### src/rtl/scan_pkg.sv
`timescale 1ns/1ps
package scan_pkg;
    typedef enum logic [1:0] {
        SEQ_TMR  = 2'd0,
        SEQ_RUNG = 2'd1,
        SEQ_EOC  = 2'd2
    } seq_state_t;
endpackage

### src/rtl/scan_loc_fsm.sv
`timescale 1ns/1ps
module scan_loc_fsm
    import scan_pkg::*;
#(
    parameter int NUM_LOC = 13,
    parameter int LOC_W   = $clog2(NUM_LOC),
    parameter int TMR_W   = 2,
    parameter logic [NUM_LOC-1:0]       JMP_EN  = 13'h0283,
    parameter logic [NUM_LOC*LOC_W-1:0] JMP_TGT = 52'h000C0C00000A8,
    parameter logic [NUM_LOC*TMR_W-1:0] TMR_CNT = 26'h0002100
) (
    input  logic             clk,
    input  logic             rst,
    input  logic             rung_res,
    output logic [LOC_W-1:0] loc,
    output seq_state_t       state,
    output logic [TMR_W-1:0] tmr_idx,
    output logic             tmr_slot
);
    localparam logic [LOC_W-1:0] LAST = LOC_W'(NUM_LOC - 1);

    function automatic logic [TMR_W-1:0] timers_at(input logic [LOC_W-1:0] l);
        return TMR_CNT[int'(l)*TMR_W +: TMR_W];
    endfunction

    function automatic seq_state_t entry_state(input logic [LOC_W-1:0] l);
        if (l == LAST)                return SEQ_EOC;
        else if (timers_at(l) != '0)  return SEQ_TMR;
        else                          return SEQ_RUNG;
    endfunction

    logic [LOC_W-1:0] loc_nx, tgt;
    logic [TMR_W-1:0] idx_nx;
    seq_state_t       st_nx;
    logic             adv;

    always_comb begin
        loc_nx = loc;
        st_nx  = state;
        idx_nx = tmr_idx;
        adv    = 1'b0;
        tgt    = '0;
        unique case (state)
            SEQ_TMR: begin
                if (tmr_idx + 1'b1 == timers_at(loc)) st_nx  = SEQ_RUNG;   // TMR_DONE
                else                                  idx_nx = tmr_idx + 1'b1; // TMR_NEXT
            end
            SEQ_RUNG: begin
                adv = 1'b1;
                if (JMP_EN[loc] && rung_res) tgt = JMP_TGT[int'(loc)*LOC_W +: LOC_W];
                else                         tgt = loc + 1'b1;
            end
            SEQ_EOC: begin
                adv = 1'b1;
                tgt = '0;
            end
            default: begin
                adv = 1'b1;
                tgt = '0;
            end
        endcase
        if (adv) begin                                                 // ADVANCE
            loc_nx = tgt;
            st_nx  = entry_state(tgt);
            idx_nx = '0;
        end
    end

    always_ff @(posedge clk) begin
        if (rst) begin
            loc     <= '0;
            state   <= entry_state('0);
            tmr_idx <= '0;
        end else begin
            loc     <= loc_nx;
            state   <= st_nx;
            tmr_idx <= idx_nx;
        end
    end

    assign tmr_slot = (timers_at(loc) != '0);
endmodule

### src/rtl/scan_edge_bank.sv
`timescale 1ns/1ps
module scan_edge_bank #(
    parameter int WIDTH = 4
) (
    input  logic             clk,
    input  logic             rst,
    input  logic             eoc,
    input  logic [WIDTH-1:0] in_raw,
    output logic [WIDTH-1:0] in_held,
    output logic [WIDTH-1:0] rise
);
    logic [WIDTH-1:0] mem;

    for (genvar i = 0; i < WIDTH; i++) begin : g_bit
        always_ff @(posedge clk) begin
            if (rst) begin
                in_held[i] <= in_raw[i];
                mem[i]     <= in_raw[i];
            end else if (eoc) begin
                in_held[i] <= in_raw[i];
                mem[i]     <= in_held[i];
            end
        end
        assign rise[i] = in_held[i] & ~mem[i];
    end
endmodule

### src/rtl/scan_out_latch.sv
`timescale 1ns/1ps
module scan_out_latch #(
    parameter int WIDTH = 3
) (
    input  logic             clk,
    input  logic             rst,
    input  logic             eoc,
    input  logic [WIDTH-1:0] out_img,
    output logic [WIDTH-1:0] out_phys
);
    always_ff @(posedge clk) begin
        if (rst)      out_phys <= '0;
        else if (eoc) out_phys <= out_img;
    end
endmodule

### src/rtl/scan_sequencer.sv
`timescale 1ns/1ps
module scan_sequencer
    import scan_pkg::*;
#(
    parameter int NUM_LOC = 13,
    parameter int LOC_W   = $clog2(NUM_LOC),
    parameter int TMR_W   = 2,
    parameter int IN_W    = 4,
    parameter int OUT_W   = 3,
    parameter logic [NUM_LOC-1:0]       JMP_EN  = 13'h0283,
    parameter logic [NUM_LOC*LOC_W-1:0] JMP_TGT = 52'h000C0C00000A8,
    parameter logic [NUM_LOC*TMR_W-1:0] TMR_CNT = 26'h0002100
) (
    input  logic             clk,
    input  logic             rst,
    input  logic             rung_res,
    input  logic [IN_W-1:0]  in_raw,
    input  logic [OUT_W-1:0] out_img,
    output logic [LOC_W-1:0] loc,
    output logic             eval_flag,
    output logic             tmr_step,
    output logic [TMR_W-1:0] tmr_idx,
    output logic             eoc,
    output logic             in_latch_en,
    output logic             out_latch_en,
    output logic [IN_W-1:0]  in_held,
    output logic [IN_W-1:0]  rise_edge,
    output logic [OUT_W-1:0] out_phys
);
    seq_state_t state;
    logic       tmr_slot;

    scan_loc_fsm #(
        .NUM_LOC(NUM_LOC), .LOC_W(LOC_W), .TMR_W(TMR_W),
        .JMP_EN(JMP_EN), .JMP_TGT(JMP_TGT), .TMR_CNT(TMR_CNT)
    ) u_fsm (
        .clk(clk), .rst(rst), .rung_res(rung_res),
        .loc(loc), .state(state), .tmr_idx(tmr_idx), .tmr_slot(tmr_slot)
    );

    always_comb begin
        eoc          = (state == SEQ_EOC);
        tmr_step     = (state == SEQ_TMR);
        eval_flag    = (state == SEQ_RUNG) && tmr_slot;
        in_latch_en  = eoc;
        out_latch_en = eoc;
    end

    scan_edge_bank #(.WIDTH(IN_W)) u_edge (
        .clk(clk), .rst(rst), .eoc(eoc), .in_raw(in_raw),
        .in_held(in_held), .rise(rise_edge)
    );

    scan_out_latch #(.WIDTH(OUT_W)) u_out (
        .clk(clk), .rst(rst), .eoc(eoc), .out_img(out_img), .out_phys(out_phys)
    );
endmodule

### config.mk
export PLATFORM = sky130hd
export DESIGN_NAME = scan_sequencer
export DESIGN_NICKNAME = d
export VERILOG_FILES = /design/src/rtl/scan_pkg.sv /design/src/rtl/scan_loc_fsm.sv /design/src/rtl/scan_edge_bank.sv /design/src/rtl/scan_out_latch.sv /design/src/rtl/scan_sequencer.sv
export SDC_FILE = /design/constraint.sdc
export NUM_CORES = 1
export LEC_CHECK = 0
export CAP_MARGIN = 30
export CORE_ASPECT_RATIO = 0.9
export CORE_MARGIN = 1
export CORE_UTILIZATION = 51
export CTS_BUF_LIST = sky130_fd_sc_hd__clkbuf_8
export DETAILED_ROUTE_END_ITERATION = 10
export PLACE_DENSITY = 0.86
export SYNTH_ARGS = -nofsm -noshare
export SYNTH_HDL_FRONTEND = slang
export SYNTH_SLANG_ARGS = --single-unit
export TNS_END_PERCENT = 10
### constraint.sdc
create_clock -name clk -period 2.4 [get_ports clk]
set_input_delay 0.48 -clock clk [delete_from_list [all_inputs] [get_ports clk]]
set_output_delay 0.48 -clock clk [all_outputs]
set_load 0.1 [all_outputs]
==> metrics.md <==
| Metric | Value |
|---|---|
| Status | `finished, final reports clean` |
| Mapped Area | `0.00106 mm²` |
| Post-synth EDFFs | `8` |
| Die Wd | `50.1 µm` |
| TritonRoute pass-1 iters | `4` |
| Largest family of logic cells by synthesized area | `simple AND/OR/NAND/NOR gates` |
| Layout cell share with drive strength beyond 1 | `27.5%` |
| Top Ports | `32` |
| Cts bufs inserted | `3` |
| Routability Congestion | `0.879` |
| Global-route wire length before repair | `3690 µm` |
| Post-route cell area | `0.00146 mm²` |
| Worst Path Arrival | `1.71 ns` |
| Hold crit path type | `reg -> reg` |
| Initial core utilization | `54.9%` |
| Via count | `898` |
| Max cap viols | `0` |
| Layout Skew | `0.00568 ns` |
| Worst Path Buf+Inv | `2` |
| FF+latch count, synth | `20` |
| Skew-Pair Late Insertion Delay | `0.26 ns` |
| Initial antenna violation count | `0` |
| Fin nets | `154` |
| Final Setup Violations | `0` |
| H-tree Lvls | `1` |
| Routed Antenna Nets | `0` |
| Clock transition at path regs | `0.07 ns` |
| Met3 global-route usage | `6.40%` |
| Most frequent cells in the layout | `buf_4 (20), nor2_1 (12), dfxtp_1 (12)` |
| Hpwl dp | `1740 µm` |
| Crit-path slowest cell | `dfxtp_1` |
| Pwr dens | `1020 mW/mm²` |
| Sequential cell area | `480 µm²` |
| Netlist cell types | `36` |
| CP top delay family | `flip-flops` |
| Sequential-to-total area share from yosys stat | `45.3%` |
| Crit end category | `output port` |
| Deepest clock path buffer count | `2` |
| WP data required | `1.92 ns` |
| Ys async rst share | `0%` |
| Startpoint types | `register` |
| Critical path class | `reg -> out` |
| Vias in the first global route | `831` |
| Pleak | `0.000602 µW` |
| GRT overflow | `0` |
| Minimum clock period | `2.19 ns` |
| Row count | `15` |
| Mean post-synth cell area | `9.92 µm²` |
| Global Route Usage Sum | `22.3%` |
| RSZ-0062 raised after global routing | `false` |
| GRT met1 Usage | `26.4%` |
| Synthesized instance count | `107` |
| Commonest non-fill, non-tap cell in the layout | `buf_4` |
| CTS tree | `done` |
| Die area | `0.00227 mm²` |
| Largest stage delay, worst path | `0.49 ns` |
| Synth-to-Final Area Change | `37.4%` |
| Filler instances | `138` |
| Worst-Margin Slew | `0.536 ns` |
| Die height | `45.3 µm` |
| Largest net degree at the start of global routing | `13` |
| Post-CTS Setup Inserts | `0` |
| Busiest grt layer | `met2` |
| Final critical-path share of the clock period | `91.2%` |
| Maximum vdd drop | `0.947 mV` |
| Compound-cell area share of the yosys netlist | `13.7%` |
| Primary FF master, synth | `dfxtp_1` |
| Max Clock Freq | `0.457 GHz` |
| Post-Synth Adder-Cell Area | `5.90%` |
| Routed wire length | `2280 µm` |
| Drt initial violations | `14` |
| Cells along the critical path | `inv_1 -> ha_1 -> o21ai_0 -> nor2_2 -> buf_12` |
| Root buf cell | `clkbuf_8` |
| IO Port Bufs | `31` |
| Drt wl/cell | `14.0 µm` |
| Via/cell ratio | `5.51` |
| Yosys warnings | `0` |
| CTS Hold Bufs | `0` |
| Met2 Use GR | `39.5%` |
| Setup_tns | `0 ns` |
| Diodes inserted | `0` |
| Slew HR | `64.3%` |
| DRC errors left | `0` |
| Final Hold Viols | `0` |
| PostCTS Resize Cnt | `0` |
| Core area | `0.00193 mm²` |
| Syn nets | `122` |
| Synth Area in Simple Gates | `21.3%` |
| Post-Synth XOR/XNOR Area | `0.825%` |
| Dpl cell area | `0.00139 mm²` |
| Final slew viol count | `0` |
| Crit Path Max Fanout | `7` |
| Mux contribution to synthesized area | `8.96%` |
| # clock sinks | `20` |
| Multi-input gate area | `543 µm²` |
==> worst min-delay path: cells and delay by family, from the launching register on <==
family | cells | cell delay (ns)
flip-flops | 1 | 0.33
multiplexers | 1 | 0.07
AND/OR/NAND/NOR | 1 | 0.07
==> final cells by class <==
cell class,instances,area share [%]
timing repair buffer,33,22.0
clock buffer,3,2.83
tap,25,2.15
multi-input combinational,78,37.3
inverter,3,0.773
sequential,20,33.0
clock inverter,1,2.06
==> sequential cells by signal (all words and copies together), names as in the netlist, named ones only <==
name	cells
u_fsm.loc	4
u_fsm.state	2
u_edge.in_held	4
u_edge.mem	4
u_out.out_phys	3
u_fsm.tmr_idx	2
==> cell families after synthesis <==
family,Yosys count
muxes,9
xor gates and xnor gates,1
adders and majority gates,5
buffers and inverters,9
and+or+nand+nor,41
AOI/OAI and AO/OA,22
DFF,20
==> synth_stat cells, types with 3 or more instances <==
cell type	number	share of area [%]
nand2_1	6	2.1
mux2_2	4	4.2
nor2b_1	7	4.1
edfxtp_1	8	23
nand2b_1	3	1.8
nor2_1	13	4.6
mux2i_1	5	4.7
dfxtp_1	12	23
clkbuf_1	3	1.1
inv_1	3	1.1
o21ai_0	4	1.9
ha_1	5	5.9
a211oi_1	4	2.8
a31oi_1	4	2.4
==> routing by layer <==
metal	up-vias	share of wire (%)
li1	444	-
met4	0	1.1
met3	5	4.3
met2	23	50
met1	426	45
met5	-	0
==> per-stage QoR <==
| stage | hold WS (ns) | util, % | setup WS, ns | cells | power (µW) |
|---|---|---|---|---|---|
| after CTS | 0.506 | 75.4 | 0.203 | 163 | 1490 |
| after global routing | 0.550 | 75.4 | 0.145 | 163 | 1550 |
| after detailed placement | 0.489 | 71.7 | 0.312 | 159 | 1150 |
| after global placement | 0.481 | 71.7 | 0.328 | 159 | 1140 |
| final | 0.507 | 75.4 | 0.212 | 163 | 1480 |
| after floorplan | 0.562 | - | -0.461 | 107 | 1000 |
==> path summary, 6_finish.rpt <==
kind | startpoint | to | slack (ns) | depth (start not counted)
worst max-delay path | u_fsm.loc[0] | eval_flag | 0.21 | 5
worst min-delay path | u_out.out_phys[1] | u_out.out_phys[1] | 0.51 | 2
worst max register to register | u_fsm.loc[0] | register | 0.49 | 5
worst min register to register | u_out.out_phys[1] | u_out.out_phys[1] | 0.51 | 2
==> report_power, final <==
part / switching [µW] / internal [µW]
sequential: 65.7 / 400
combinational: 476 / 206
clock: 111 / 223
total: 653 / 828
Power figures use the tool's default switching activity.
